`src/rtl/tmon_pkg.sv`:
```
package tmon_pkg;
  localparam int CODE_W = 12;
  localparam int RDW    = 16;

  localparam logic [7:0] A_CTRL  = 8'h04;
  localparam logic [7:0] A_ROUTE = 8'h08;
  localparam logic [7:0] A_PEND  = 8'h0C;
  localparam logic [7:0] A_DATA  = 8'h20;
  localparam logic [7:0] A_ICMP  = 8'h30;
  localparam logic [7:0] A_SCMP  = 8'h40;
  localparam logic [7:0] A_IDEB  = 8'h60;
  localparam logic [7:0] A_SDEB  = 8'h64;
  localparam logic [7:0] A_PNRM  = 8'h68;
  localparam logic [7:0] A_PHOT  = 8'h6C;

  localparam int PNRM_RST = 250;
  localparam int PHOT_RST = 50;
  localparam int DEB_RST  = 4;

  typedef enum logic {ST_WAIT, ST_SCAN} seq_state_t;
endpackage

```
`src/rtl/tmon_seq.sv`:
```
module tmon_seq
  import tmon_pkg::*;
#(
  parameter int NUM_CH   = 3,
  parameter int PRESCALE = 4,
  parameter int PER_W    = 16
) (
  input  logic                      clk,
  input  logic                      rst_n,
  input  logic                      auto_en,
  input  logic [NUM_CH-1:0]         src_en,
  input  logic [PER_W-1:0]          period_sel,
  input  logic                      adc_ready,
  output logic                      adc_req,
  output logic [$clog2(NUM_CH)-1:0] adc_chan,
  output logic                      smp_vld
);
  localparam int CH_W  = $clog2(NUM_CH);
  localparam int PRE_W = (PRESCALE > 1) ? $clog2(PRESCALE) : 1;

  seq_state_t       st_q, st_d;
  logic [PRE_W-1:0] pre_q, pre_d;
  logic [PER_W-1:0] cnt_q, cnt_d;
  logic [CH_W-1:0]  ch_q, ch_d;
  logic tick, expire, ch_on, last_ch;

  assign tick    = (pre_q == PRE_W'(PRESCALE - 1));
  assign expire  = tick && (({1'b0, cnt_q} + (PER_W+1)'(1)) >= {1'b0, period_sel});
  assign ch_on   = src_en[ch_q];
  assign last_ch = (ch_q == CH_W'(NUM_CH - 1));

  assign adc_req  = (st_q == ST_SCAN) && ch_on;
  assign adc_chan = ch_q;
  assign smp_vld  = adc_req && adc_ready;

  // next-state: wait with a live-selected limit, then sweep channels 1..NUM_CH-1
  always_comb begin
    st_d  = st_q;
    pre_d = pre_q;
    cnt_d = cnt_q;
    ch_d  = ch_q;
    case (st_q)
      ST_WAIT: begin
        if (!auto_en) begin
          pre_d = '0;
          cnt_d = '0;
        end else if (expire) begin
          st_d  = ST_SCAN;
          ch_d  = CH_W'(1);
          pre_d = '0;
          cnt_d = '0;
        end else begin
          pre_d = tick ? '0 : pre_q + PRE_W'(1);
          if (tick) cnt_d = cnt_q + PER_W'(1);
        end
      end
      default: begin
        if (!ch_on || adc_ready) begin
          if (last_ch) begin
            st_d  = ST_WAIT;
            pre_d = '0;
            cnt_d = '0;
          end else begin
            ch_d = ch_q + CH_W'(1);
          end
        end
      end
    endcase
  end

  always_ff @(posedge clk or negedge rst_n) begin
    if (!rst_n) begin
      st_q  <= ST_WAIT;
      pre_q <= '0;
      cnt_q <= '0;
      ch_q  <= CH_W'(1);
    end else begin
      st_q  <= st_d;
      pre_q <= pre_d;
      cnt_q <= cnt_d;
      ch_q  <= ch_d;
    end
  end
endmodule

```
`src/rtl/tmon_chan.sv`:
```
module tmon_chan
  import tmon_pkg::*;
#(
  parameter int DEB_W = 8
) (
  input  logic              clk,
  input  logic              rst_n,
  input  logic              smp,
  input  logic [CODE_W-1:0] code,
  input  logic              icmp_we,
  input  logic              scmp_we,
  input  logic [CODE_W-1:0] wcode,
  input  logic [DEB_W-1:0]  ideb,
  input  logic [DEB_W-1:0]  sdeb,
  output logic [CODE_W-1:0] data,
  output logic [CODE_W-1:0] icmp,
  output logic [CODE_W-1:0] scmp,
  output logic              hot,
  output logic              int_fire,
  output logic              shut_lat
);
  logic [CODE_W-1:0] data_q, data_d, icmp_q, icmp_d, scmp_q, scmp_d;
  logic              seen_q, seen_d, shut_q, shut_d;
  logic [DEB_W-1:0]  icnt_q, icnt_d, scnt_q, scnt_d;
  logic [DEB_W-1:0]  i_inc, s_inc, ideb_e, sdeb_e;
  logic              i_over, s_over;

  always_comb begin
    i_over = (code <= icmp_q);
    s_over = (code <= scmp_q);
    i_inc  = (&icnt_q) ? icnt_q : icnt_q + DEB_W'(1);
    s_inc  = (&scnt_q) ? scnt_q : scnt_q + DEB_W'(1);
    ideb_e = (ideb == '0) ? DEB_W'(1) : ideb;
    sdeb_e = (sdeb == '0) ? DEB_W'(1) : sdeb;
    data_d = data_q;
    seen_d = seen_q;
    icnt_d = icnt_q;
    scnt_d = scnt_q;
    shut_d = shut_q;
    icmp_d = icmp_we ? wcode : icmp_q;
    scmp_d = scmp_we ? wcode : scmp_q;
    int_fire = 1'b0;
    if (smp) begin
      data_d   = code;
      seen_d   = 1'b1;
      icnt_d   = i_over ? i_inc : '0;
      scnt_d   = s_over ? s_inc : '0;
      int_fire = i_over && (i_inc >= ideb_e);
      if (s_over && (s_inc >= sdeb_e)) shut_d = 1'b1;
    end
  end

  always_ff @(posedge clk or negedge rst_n) begin
    if (!rst_n) begin
      data_q <= '0;
      seen_q <= 1'b0;
      icnt_q <= '0;
      scnt_q <= '0;
      shut_q <= 1'b0;
      icmp_q <= '0;
      scmp_q <= '0;
    end else begin
      data_q <= data_d;
      seen_q <= seen_d;
      icnt_q <= icnt_d;
      scnt_q <= scnt_d;
      shut_q <= shut_d;
      icmp_q <= icmp_d;
      scmp_q <= scmp_d;
    end
  end

  assign data     = data_q;
  assign icmp     = icmp_q;
  assign scmp     = scmp_q;
  assign shut_lat = shut_q;
  assign hot      = seen_q && ((data_q <= icmp_q) || (data_q <= scmp_q));
endmodule

```
`src/rtl/tmon_ctrl.sv`:
```
module tmon_ctrl
  import tmon_pkg::*;
#(
  parameter int NUM_CH   = 3,
  parameter int PRESCALE = 4,
  parameter int PER_W    = 16,
  parameter int DEB_W    = 8
) (
  input  logic                      clk,
  input  logic                      rst_n,
  input  logic                      reg_we,
  input  logic [7:0]                reg_addr,
  input  logic [RDW-1:0]            reg_wdata,
  output logic [RDW-1:0]            reg_rdata,
  output logic                      adc_req,
  output logic [$clog2(NUM_CH)-1:0] adc_chan,
  input  logic                      adc_ready,
  input  logic [CODE_W-1:0]         adc_code,
  output logic                      irq,
  output logic                      shut_gpio,
  output logic                      shut_rst
);
  localparam int CH_W = $clog2(NUM_CH);

  logic              auto_q, auto_d, pol_q, pol_d;
  logic [NUM_CH-1:0] src_q, src_d, ien_q, ien_d, gpio_q, gpio_d, rstr_q, rstr_d;
  logic [NUM_CH-1:0] pend_q, pend_d, clr, fire, hot, shut;
  logic [DEB_W-1:0]  ideb_q, ideb_d, sdeb_q, sdeb_d;
  logic [PER_W-1:0]  pnrm_q, pnrm_d, phot_q, phot_d;
  logic [CODE_W-1:0] data_a [NUM_CH];
  logic [CODE_W-1:0] icmp_a [NUM_CH];
  logic [CODE_W-1:0] scmp_a [NUM_CH];
  logic              smp_vld, gpio_act, rst_act;

  tmon_seq #(.NUM_CH(NUM_CH), .PRESCALE(PRESCALE), .PER_W(PER_W)) u_seq (
    .clk(clk), .rst_n(rst_n), .auto_en(auto_q), .src_en(src_q),
    .period_sel((|hot) ? phot_q : pnrm_q), .adc_ready(adc_ready),
    .adc_req(adc_req), .adc_chan(adc_chan), .smp_vld(smp_vld)
  );

  for (genvar g = 0; g < NUM_CH; g++) begin : g_ch
    tmon_chan #(.DEB_W(DEB_W)) u_chan (
      .clk(clk), .rst_n(rst_n),
      .smp(smp_vld && (adc_chan == CH_W'(g))), .code(adc_code),
      .icmp_we(reg_we && (reg_addr == A_ICMP + 8'(4*g))),
      .scmp_we(reg_we && (reg_addr == A_SCMP + 8'(4*g))),
      .wcode(reg_wdata[CODE_W-1:0]), .ideb(ideb_q), .sdeb(sdeb_q),
      .data(data_a[g]), .icmp(icmp_a[g]), .scmp(scmp_a[g]),
      .hot(hot[g]), .int_fire(fire[g]), .shut_lat(shut[g])
    );
  end

  // register file next state
  always_comb begin
    auto_d = auto_q; pol_d = pol_q; src_d = src_q;
    ien_d = ien_q; gpio_d = gpio_q; rstr_d = rstr_q;
    ideb_d = ideb_q; sdeb_d = sdeb_q; pnrm_d = pnrm_q; phot_d = phot_q;
    clr = '0;
    if (reg_we) begin
      case (reg_addr)
        A_CTRL: begin
          auto_d = reg_wdata[0];
          src_d  = reg_wdata[4 +: NUM_CH];
          pol_d  = reg_wdata[8];
        end
        A_ROUTE: begin
          ien_d  = reg_wdata[0 +: NUM_CH];
          gpio_d = reg_wdata[4 +: NUM_CH];
          rstr_d = reg_wdata[8 +: NUM_CH];
        end
        A_PEND:  if (!reg_wdata[8]) clr = reg_wdata[NUM_CH-1:0];
        A_IDEB:  ideb_d = reg_wdata[DEB_W-1:0];
        A_SDEB:  sdeb_d = reg_wdata[DEB_W-1:0];
        A_PNRM:  pnrm_d = reg_wdata[PER_W-1:0];
        A_PHOT:  phot_d = reg_wdata[PER_W-1:0];
        default: ;
      endcase
    end
    pend_d = (pend_q & ~clr) | (fire & ien_q);
  end

  always_ff @(posedge clk or negedge rst_n) begin
    if (!rst_n) begin
      auto_q <= 1'b0; pol_q <= 1'b0; src_q <= '0;
      ien_q <= '0; gpio_q <= '0; rstr_q <= '0; pend_q <= '0;
      ideb_q <= DEB_W'(DEB_RST); sdeb_q <= DEB_W'(DEB_RST);
      pnrm_q <= PER_W'(PNRM_RST); phot_q <= PER_W'(PHOT_RST);
    end else begin
      auto_q <= auto_d; pol_q <= pol_d; src_q <= src_d;
      ien_q <= ien_d; gpio_q <= gpio_d; rstr_q <= rstr_d; pend_q <= pend_d;
      ideb_q <= ideb_d; sdeb_q <= sdeb_d;
      pnrm_q <= pnrm_d; phot_q <= phot_d;
    end
  end

  always_comb begin
    reg_rdata = '0;
    case (reg_addr)
      A_CTRL: begin
        reg_rdata[0]            = auto_q;
        reg_rdata[4 +: NUM_CH]  = src_q;
        reg_rdata[8]            = pol_q;
      end
      A_ROUTE: begin
        reg_rdata[0 +: NUM_CH]  = ien_q;
        reg_rdata[4 +: NUM_CH]  = gpio_q;
        reg_rdata[8 +: NUM_CH]  = rstr_q;
      end
      A_PEND:  reg_rdata[NUM_CH-1:0] = pend_q;
      A_IDEB:  reg_rdata[DEB_W-1:0]  = ideb_q;
      A_SDEB:  reg_rdata[DEB_W-1:0]  = sdeb_q;
      A_PNRM:  reg_rdata[PER_W-1:0]  = pnrm_q;
      A_PHOT:  reg_rdata[PER_W-1:0]  = phot_q;
      default: ;
    endcase
    for (int i = 0; i < NUM_CH; i++) begin
      if (reg_addr == A_DATA + 8'(4*i)) reg_rdata[CODE_W-1:0] = data_a[i];
      if (reg_addr == A_ICMP + 8'(4*i)) reg_rdata[CODE_W-1:0] = icmp_a[i];
      if (reg_addr == A_SCMP + 8'(4*i)) reg_rdata[CODE_W-1:0] = scmp_a[i];
    end
  end

  assign irq       = |pend_q;
  assign gpio_act  = |(shut & gpio_q);
  assign rst_act   = |(shut & rstr_q);
  assign shut_gpio = pol_q ? gpio_act : ~gpio_act;
  assign shut_rst  = pol_q ? rst_act : ~rst_act;
endmodule

```
`config.mk`:
```
export PLATFORM = sky130hd
export DESIGN_NAME = tmon_ctrl
export DESIGN_NICKNAME = d
export VERILOG_FILES = /design/src/rtl/tmon_pkg.sv /design/src/rtl/tmon_seq.sv /design/src/rtl/tmon_chan.sv /design/src/rtl/tmon_ctrl.sv
export SDC_FILE = /design/constraint.sdc
export NUM_CORES = 1
export LEC_CHECK = 0
export ABC_AREA = 1
export CORE_MARGIN = 4
export CORE_UTILIZATION = 50
export CTS_CLUSTER_DIAMETER = 150
export DETAILED_ROUTE_END_ITERATION = 7
export PLACE_DENSITY_LB_ADDON = 0.12
export SLEW_MARGIN = 20
export SYNTH_ARGS = -nofsm -noshare
export SYNTH_HDL_FRONTEND = slang
export SYNTH_SLANG_ARGS = --single-unit
export TNS_END_PERCENT = 30
```
`constraint.sdc`:
```
create_clock -name clk -period 5.4 [get_ports clk]
set_input_delay 0.54 -clock clk [delete_from_list [all_inputs] [get_ports clk]]
set_output_delay 0.54 -clock clk [all_outputs]
set_load 0.02 [all_outputs]
```
==> reports/summary.txt, run 1 <==
Outcome: complete, no violations
PwrDens: 229 mW/mm2
Switching share of power: 0.279
Cell area after synthesis: 0.0173 mm2
Reg-to-Reg End: u_seq.cnt_q[4]
Layout cells sized above 1: 0.0528
Cts bufs inserted: 29
Vias per std cell: 5.55
CP peak stage delay: 0.52 ns
Later-pin clock latency in the skew report: 0.58 ns
Worst slew margin: 0.376
Setup Skew: 0.0125 ns
Vias in the first global route: 15200
Antenna viol nets, final: 0
Top Layer Used: met4
Grt total ovfl: 0
Drt pass-1 iters: 5
Flop2flop setup slack: 1.06 ns
Hold Crit Class: primary input to asynchronous set/reset pin
Worst r2r src: g_ch[2].u_chan.data[9]
Warnings, synthesis: 0
Initial antenna violation count: 1
Area grow syn2layout: 11.0%
Startpoint Class: register
# DRC: 0
Met3 WL: 2550 um
Net Sw Power: 1.23 mW
Final worst slack: 1.06 ns
Crit-path cells: ha_1 -> nand4_1 -> nor3_1 -> nand2_1 -> nand4_1 -> nand3_1 -> nand2_1 -> nand3_2 -> nand2_1 -> nand2_1 -> ha_1 -> nand2_1 -> nor3_1 -> nor3b_1 -> nand3b_1 -> nand3_1 -> nand2_2 -> nand2_4 -> o22ai_1
Die ar.: 0.0377 mm2
CTS clk-pin slew, worst paths: 0.06 ns
Row Count: 67
Met2 WL: 24200 um
Wl on met1: 22800 um
Nets: 2584
Post-synth top flop: dfrtp_1
1st-iter DRT viols: 1043
Global-route usage over all layers: 0.274
Die height: 194 um
Root Buffer: clkbuf_16
Overall Power: 4.41 mW
Post-CTS setup buffers: 0
Max stage delay cell, worst path: nand2_1
Fin crit share: 0.803
Core Box Area: 0.0339 mm2
Die width: 194 um
Least-Margin Pin Slew: 0.934 ns
Largest net degree at the start of global routing: 147
Async set-reset flop share out of synthesis: 1.00
Clock Tree Buf Depth: 3
Pint: 3.18 mW
Combinational fraction of design power: 0.128
IO Port Bufs: 61
Final setup fails: 0
Critical path endpoint category: register
WS Path Type: register to register
Drt total wl: 52100 um
Ports: 62
Clk pwr share: 0.430
CTS sink cnt: 248
RSZ-0062 raised after global routing: no
Data arrival, critical path: 4.80 ns
WL/cell: 18.7 um
Via count: 15500
Post-cts resize count: 0
H-tree Lvls: 1
First-pass GRT wire length: 83200 um
Hpwl dp: 39100 um
Gp weighted congestion: 0.919
Number of enable flip-flop cells after synthesis: 0
Crit path max fanout: 17
Max Cap Viol: 0
Min Tclk post-route: 4.34 ns
Setup TNS: 0 ns
Sequential element share of the synthesized area: 0.359
Diode count: 0
Yosys cell types: 52
Commonest non-fill, non-tap cell in the layout: nand2_1
Commonest cells after routing, fill and taps aside: 563 x nand2_1, 352 x inv_1, 271 x o21ai_0, 236 x dfrtp_1, 219 x ha_1
#FFs+latches synth: 248
CTS Hold Bufs: 0
Fmax: 0.231 GHz
Initial core utilization: 0.512
Peak supply drop: 0.252 mV
Synthesized Nets: 2540
Reg2Reg Depth: 19
Final hold viol count: 0
Req. time, crit path: 5.86 ns
Synth Instances: 2281
Clock tree from TritonCTS: built
Seq pwr share: 0.443
Most frequent CP cell: nand2_1
Max Slew Vio Count: 0
Pre-CTS WS: 1.16 ns
Post-Syn Area per Cell: 7.59 um2
Lkg Pwr: 9.47 nW
worst max-delay path, delay by kind of cell (launching register included):
kind / cells / cell delay (ns)
compound gates: 1 / 0.08
fa+ha+maj: 2 / 0.65
flops: 1 / 0.42
simple gates: 16 / 3.06
power groups by stage:
stage / Sequential [mW] / Clock [mW] / Combinational (mW)
after floorplan: 1.97 / 0 / 0.334
after global placement: 1.98 / 0 / 0.545
after detailed placement: 1.98 / 0 / 0.561
after CTS: 1.95 / 1.93 / 0.565
after global routing: 1.96 / 2.00 / 0.644
final: 1.95 / 1.90 / 0.564
state kept, by name, summed over array words and instances (netlist names), 2 cells and up:
signal,cells
g_ch.u_chan.seen_q,3
g_ch.u_chan.scmp,36
pnrm_q,16
g_ch.u_chan.shut_lat,3
sdeb_q,8
u_seq.cnt_q,16
g_ch.u_chan.data,36
g_ch.u_chan.icmp,36
g_ch.u_chan.scnt_q,24
rstr_q,3
phot_q,16
src_q,3
ideb_q,8
g_ch.u_chan.icnt_q,24
u_seq.pre_q,2
ien_q,3
gpio_q,3
u_seq.adc_chan,2
pend_q,3
per-stage QoR:
| step | instances | util | hold slack, ns | area [um2] |
|---|---|---|---|---|
| floorplan | 2281 | - | 0.244 | 17300 |
| global placement | 2742 | 0.541 | 0.451 | 18300 |
| detailed placement | 2742 | 0.541 | 0.454 | 18300 |
| CTS | 2795 | 0.568 | 0.0448 | 19200 |
| global route | 2795 | 0.568 | 0.0930 | 19200 |
| finish | 2795 | 0.568 | 0.0181 | 19200 |
cells in the mapped netlist, types with 3 or more instances:
library cell	number	area (um2)
nand3_2	4	40.0
nor3_2	6	60.1
nand4_1	77	482
nand3_1	73	365
a21oi_1	115	576
nand2_2	5	31.3
dfstp_2	12	315
nand3b_1	3	22.5
or2_2	9	56.3
inv_1	352	1320
clkbuf_1	35	131
o2111ai_1	7	61.3
nand2_1	563	2110
xor2_1	34	298
nor2_1	91	342
nor2_2	11	68.8
o21ai_1	8	40.0
nor2_4	6	67.6
ha_1	219	2740
o22ai_1	39	244
o211ai_1	5	37.5
o21a_1	3	22.5
nor3_1	36	180
buf_2	16	80.1
dfrtp_1	236	5910
inv_2	8	30.0
o21ai_0	271	1360
nor4_1	5	31.3
how the worst max path moves through the flow:
stage | start | end | cells past startpoint
detailed placement | g_ch[2].u_chan.data[9] | u_seq.cnt_q[3] | 19
global route | g_ch[2].u_chan.data[9] | u_seq.cnt_q[4] | 19
finish | g_ch[2].u_chan.data[9] | u_seq.cnt_q[4] | 19
CTS | g_ch[2].u_chan.data[9] | u_seq.cnt_q[9] | 19
floorplan | g_ch[1].u_chan.data[9] | u_seq.cnt_q[4] | 20
global placement | reg_addr[5] | reg_rdata[8] | 12
routing by layer:
layer	track usage	vias up
met1	0.365	7314
li1	-	7659
met3	0.0403	134
met2	0.450	403
met4	0.114	0
met5	0	-
layout make-up:
class	instances	area, um2
Clock buffer	45	846
Timing Repair Buffer	68	681
Fill cell	3234	14600
Sequential cell	248	6220
Clock inverter	8	52.6
Inverter	360	1350
Multi-Input combinational cell	1618	9510
Tap cell	448	561
logic make-up (layout without fill, tap and decap cells):
kind of cell / count (synthesis) / count (layout) / synth area share
simple gates: 897 / 897 / 0.228
compound gates: 464 / 464 / 0.143
buf+inv: 415 / 481 / 0.0919
flops: 248 / 248 / 0.359
fa+ha+maj: 219 / 219 / 0.158
xor+xnor: 38 / 38 / 0.0201
Note: power is estimated with default switching activity, not from simulation.
==> inputs of run 2 (changes only) <==
==> constraint.sdc (replaced) <==
create_clock -name clk -period 3.75 [get_ports clk]
set_input_delay 0.375 -clock clk [delete_from_list [all_inputs] [get_ports clk]]
set_output_delay 0.375 -clock clk [all_outputs]
set_load 0.02 [all_outputs]
==> run 2 against run 1 <==
Global-route usage up 0.32 points. Clock-buffer cell count increased by 3. Clock skew rose by 0.00078 ns. Sequential share of layout area fell by 0.63 points. Design area grew 2.0%. Via count grew 0.63%. Wire length is 2.5% higher. Die area stayed put. Critical path depth increased by 1. Non-clock buffer count increased by 22. Core utilization rose by 1.1 points. Worst hold slack better by 0.38 ns. Largest cell class unchanged. Largest power group is now clock.
==> reports/summary.txt, run 2 (synthesis gave the netlist of run 1 again) <==
Outcome: complete, no violations (unchanged)
Hold Path Sink: pnrm_q[13]
Diode count: 0 (unchanged)
Reg-to-Reg End: u_seq.cnt_q[3] (was u_seq.cnt_q[4])
Grt total ovfl: 0 (unchanged)
Commonest non-fill, non-tap cell in the layout: nand2_1 (unchanged)
Clock Tree Buf Depth: 3 (unchanged)
Area of the multi-input gates: 0.00965 mm2 (was 0.00951 mm2)
Die height: 194 um (unchanged)
Max Slew Vio Count: 0 (unchanged)
Cts bufs inserted: 29 (unchanged)
Via count: 15600 (was 15500)
Die ar.: 0.0377 mm2 (unchanged)
Row Count: 67 (unchanged)
Flop2flop setup slack: 0.20 ns (was 1.06 ns)
Sequential cell area: 0.00622 mm2 (unchanged)
Final worst slack: 0.201 ns (was 1.06 ns)
Peak supply drop: 0.403 mV (was 0.252 mV)
Ports: 62 (unchanged)
Worst r2r src: g_ch[1].u_chan.data[5] (was g_ch[2].u_chan.data[9])
Hold Crit Class: primary input to register (was primary input to asynchronous set/reset pin)
Min Tclk post-route: 3.55 ns (was 4.34 ns)
Hpwl dp: 40100 um (was 39100 um)
Crit path max fanout: 16 (was 17)
Number of fill cells: 3262 (was 3234)
Final setup fails: 0 (unchanged)
Fmax: 0.282 GHz (was 0.231 GHz)
Fin util: 0.579 (was 0.568)
Largest net degree at the start of global routing: 103 (was 147)
Area grow syn2layout: 13.2% (was 11.0%)
Initial core utilization: 0.512 (unchanged)
Hold WS: 0.400 ns (was 0.0181 ns)
Worst slew margin: 0.275 (was 0.376)
PwrDens: 330 mW/mm2 (was 229 mW/mm2)
Layout cells sized above 1: 0.0671 (was 0.0528)
Hold Crit Start: reg_wdata[13]
Global-route usage over all layers: 0.277 (was 0.274)
Initial antenna violation count: 1 (unchanged)
WS Path Type: register to register (unchanged)
H-tree Lvls: 1 (unchanged)
Later-pin clock latency in the skew report: 0.57 ns (was 0.58 ns)
Vias in the first global route: 15100 (was 15200)
Drt pass-1 iters: 6 (was 5)
Startpoint Class: register (unchanged)
Least-Margin Pin Slew: 1.08 ns (was 0.934 ns)
Lkg Pwr: 9.68 nW (was 9.47 nW)
Nets: 2607 (was 2584)
Overall Power: 6.47 mW (was 4.41 mW)
Data arrival, critical path: 4.04 ns (was 4.80 ns)
Gp weighted congestion: 0.890 (was 0.919)
IO Port Bufs: 61 (unchanged)
Setup Skew: 0.0132 ns (was 0.0125 ns)
Critical path endpoint category: register (unchanged)
Root Buffer: clkbuf_16 (unchanged)
First-pass GRT wire length: 83900 um (was 83200 um)
CTS clk-pin slew, worst paths: 0.06 ns (about the same)
Antenna viol nets, final: 0 (unchanged)
Vias per std cell: 5.54 (was 5.55)
WL/cell: 19.0 um (was 18.7 um)
Die width: 194 um (unchanged)
Final hold viol count: 0 (unchanged)
Commonest cells after routing, fill and taps aside: 559 x nand2_1, 352 x inv_1, 269 x o21ai_0, 236 x dfrtp_1, 217 x ha_1 (was 563 x nand2_1, 352 x inv_1, 271 x o21ai_0, 236 x dfrtp_1, 219 x ha_1)
Reg2Reg Depth: 20 (was 19)
CTS sink cnt: 248 (unchanged)
Pre-CTS WS: -0.0215 ns (was 1.16 ns)
1st-iter DRT viols: 1183 (was 1043)
Core Box Area: 0.0339 mm2 (unchanged)
Clock tree from TritonCTS: built (unchanged)
Max Cap Viol: 0 (unchanged)
Hold depth: 3
# DRC: 0 (unchanged)
Req. time, crit path: 4.24 ns (was 5.86 ns)
Drt total wl: 53400 um (was 52100 um)
Fin crit share: 0.946 (was 0.803)
Setup TNS: 0 ns (unchanged)
[run 2: layer usage]
layer / GRT usage / vias up / routed length [um]
met5: 0 / - / 0
met4: 0.0849 / 0 / 1940
met3: 0.0325 / 103 / 2890
met2: 0.472 / 433 / 25300
met1: 0.373 / 7369 / 23300
li1: - / 7702 / -
[run 2: power by group]
| part | switching, mW | leakage [nW] | internal [mW] |
|---|---|---|---|
| Sequential | 0.0554 | 3.12 | 2.76 |
| Combinational | 0.543 | 6.10 | 0.296 |
| Clock | 1.15 | 0.451 | 1.67 |
[run 2: final cells by class]
cell class	instances	share of cell area
Clock buffer	48	0.0432
Inverter	360	0.0689
Multi-Input combinational cell	1619	0.492
Clock inverter	6	0.00440
Tap cell	448	0.0286
Sequential cell	248	0.317
Timing Repair Buffer	90	0.0453
[run 2: timing repair]
item / CTS / global route
endpoints found under the hold margin: 91 / 0
buffers inserted: 0 / 4
setup endpoints to repair: 9 / 23
hold buffers: 1 / 0
gates cloned: 0 / 1
gates resized for setup: 1 / 27
pin swaps: 0 / 6
[run 2: worst max-delay path, cell delays in order (launching register included)]
cell     delay, ns
dfrtp_1       0.42
ha_1          0.32
nand4_1       0.12
nor3_2        0.24
nand2_1       0.08
nand4_1       0.09
nand4_1       0.21
nand2_4       0.21
buf_6         0.20
nand4_1       0.10
nand2_1       0.15
ha_4          0.23
a21oi_1       0.13
o21ai_0       0.10
a21oi_1       0.14
nor2_1        0.06
nor2_1        0.12
nand3_2       0.15
nand2_4       0.14
nand2_4       0.11
o22ai_1       0.15
[run 2: worst max-delay path by stage]
stage                                        from        endpoint  cells past startpoint
after floorplan            g_ch[1].u_chan.data[9]  u_seq.cnt_q[4]                     20
after global placement    g_ch[2].u_chan.data[11]  u_seq.cnt_q[3]                     19
after detailed placement  g_ch[2].u_chan.icmp[11]  u_seq.cnt_q[3]                     20
after CTS                 g_ch[2].u_chan.data[11]  u_seq.cnt_q[3]                     21
after global routing       g_ch[1].u_chan.data[4]  u_seq.cnt_q[3]                     20
final                      g_ch[1].u_chan.data[5]  u_seq.cnt_q[3]                     20
[run 2: per-stage QoR]
step,std cells,instance area [um2]
2_1_floorplan,2281,17300
3_3_place_gp,2759,18500
3_5_place_dp,2759,18500
4_1_cts,2814,19400
5_1_grt,2819,19600
6_report,2819,19600
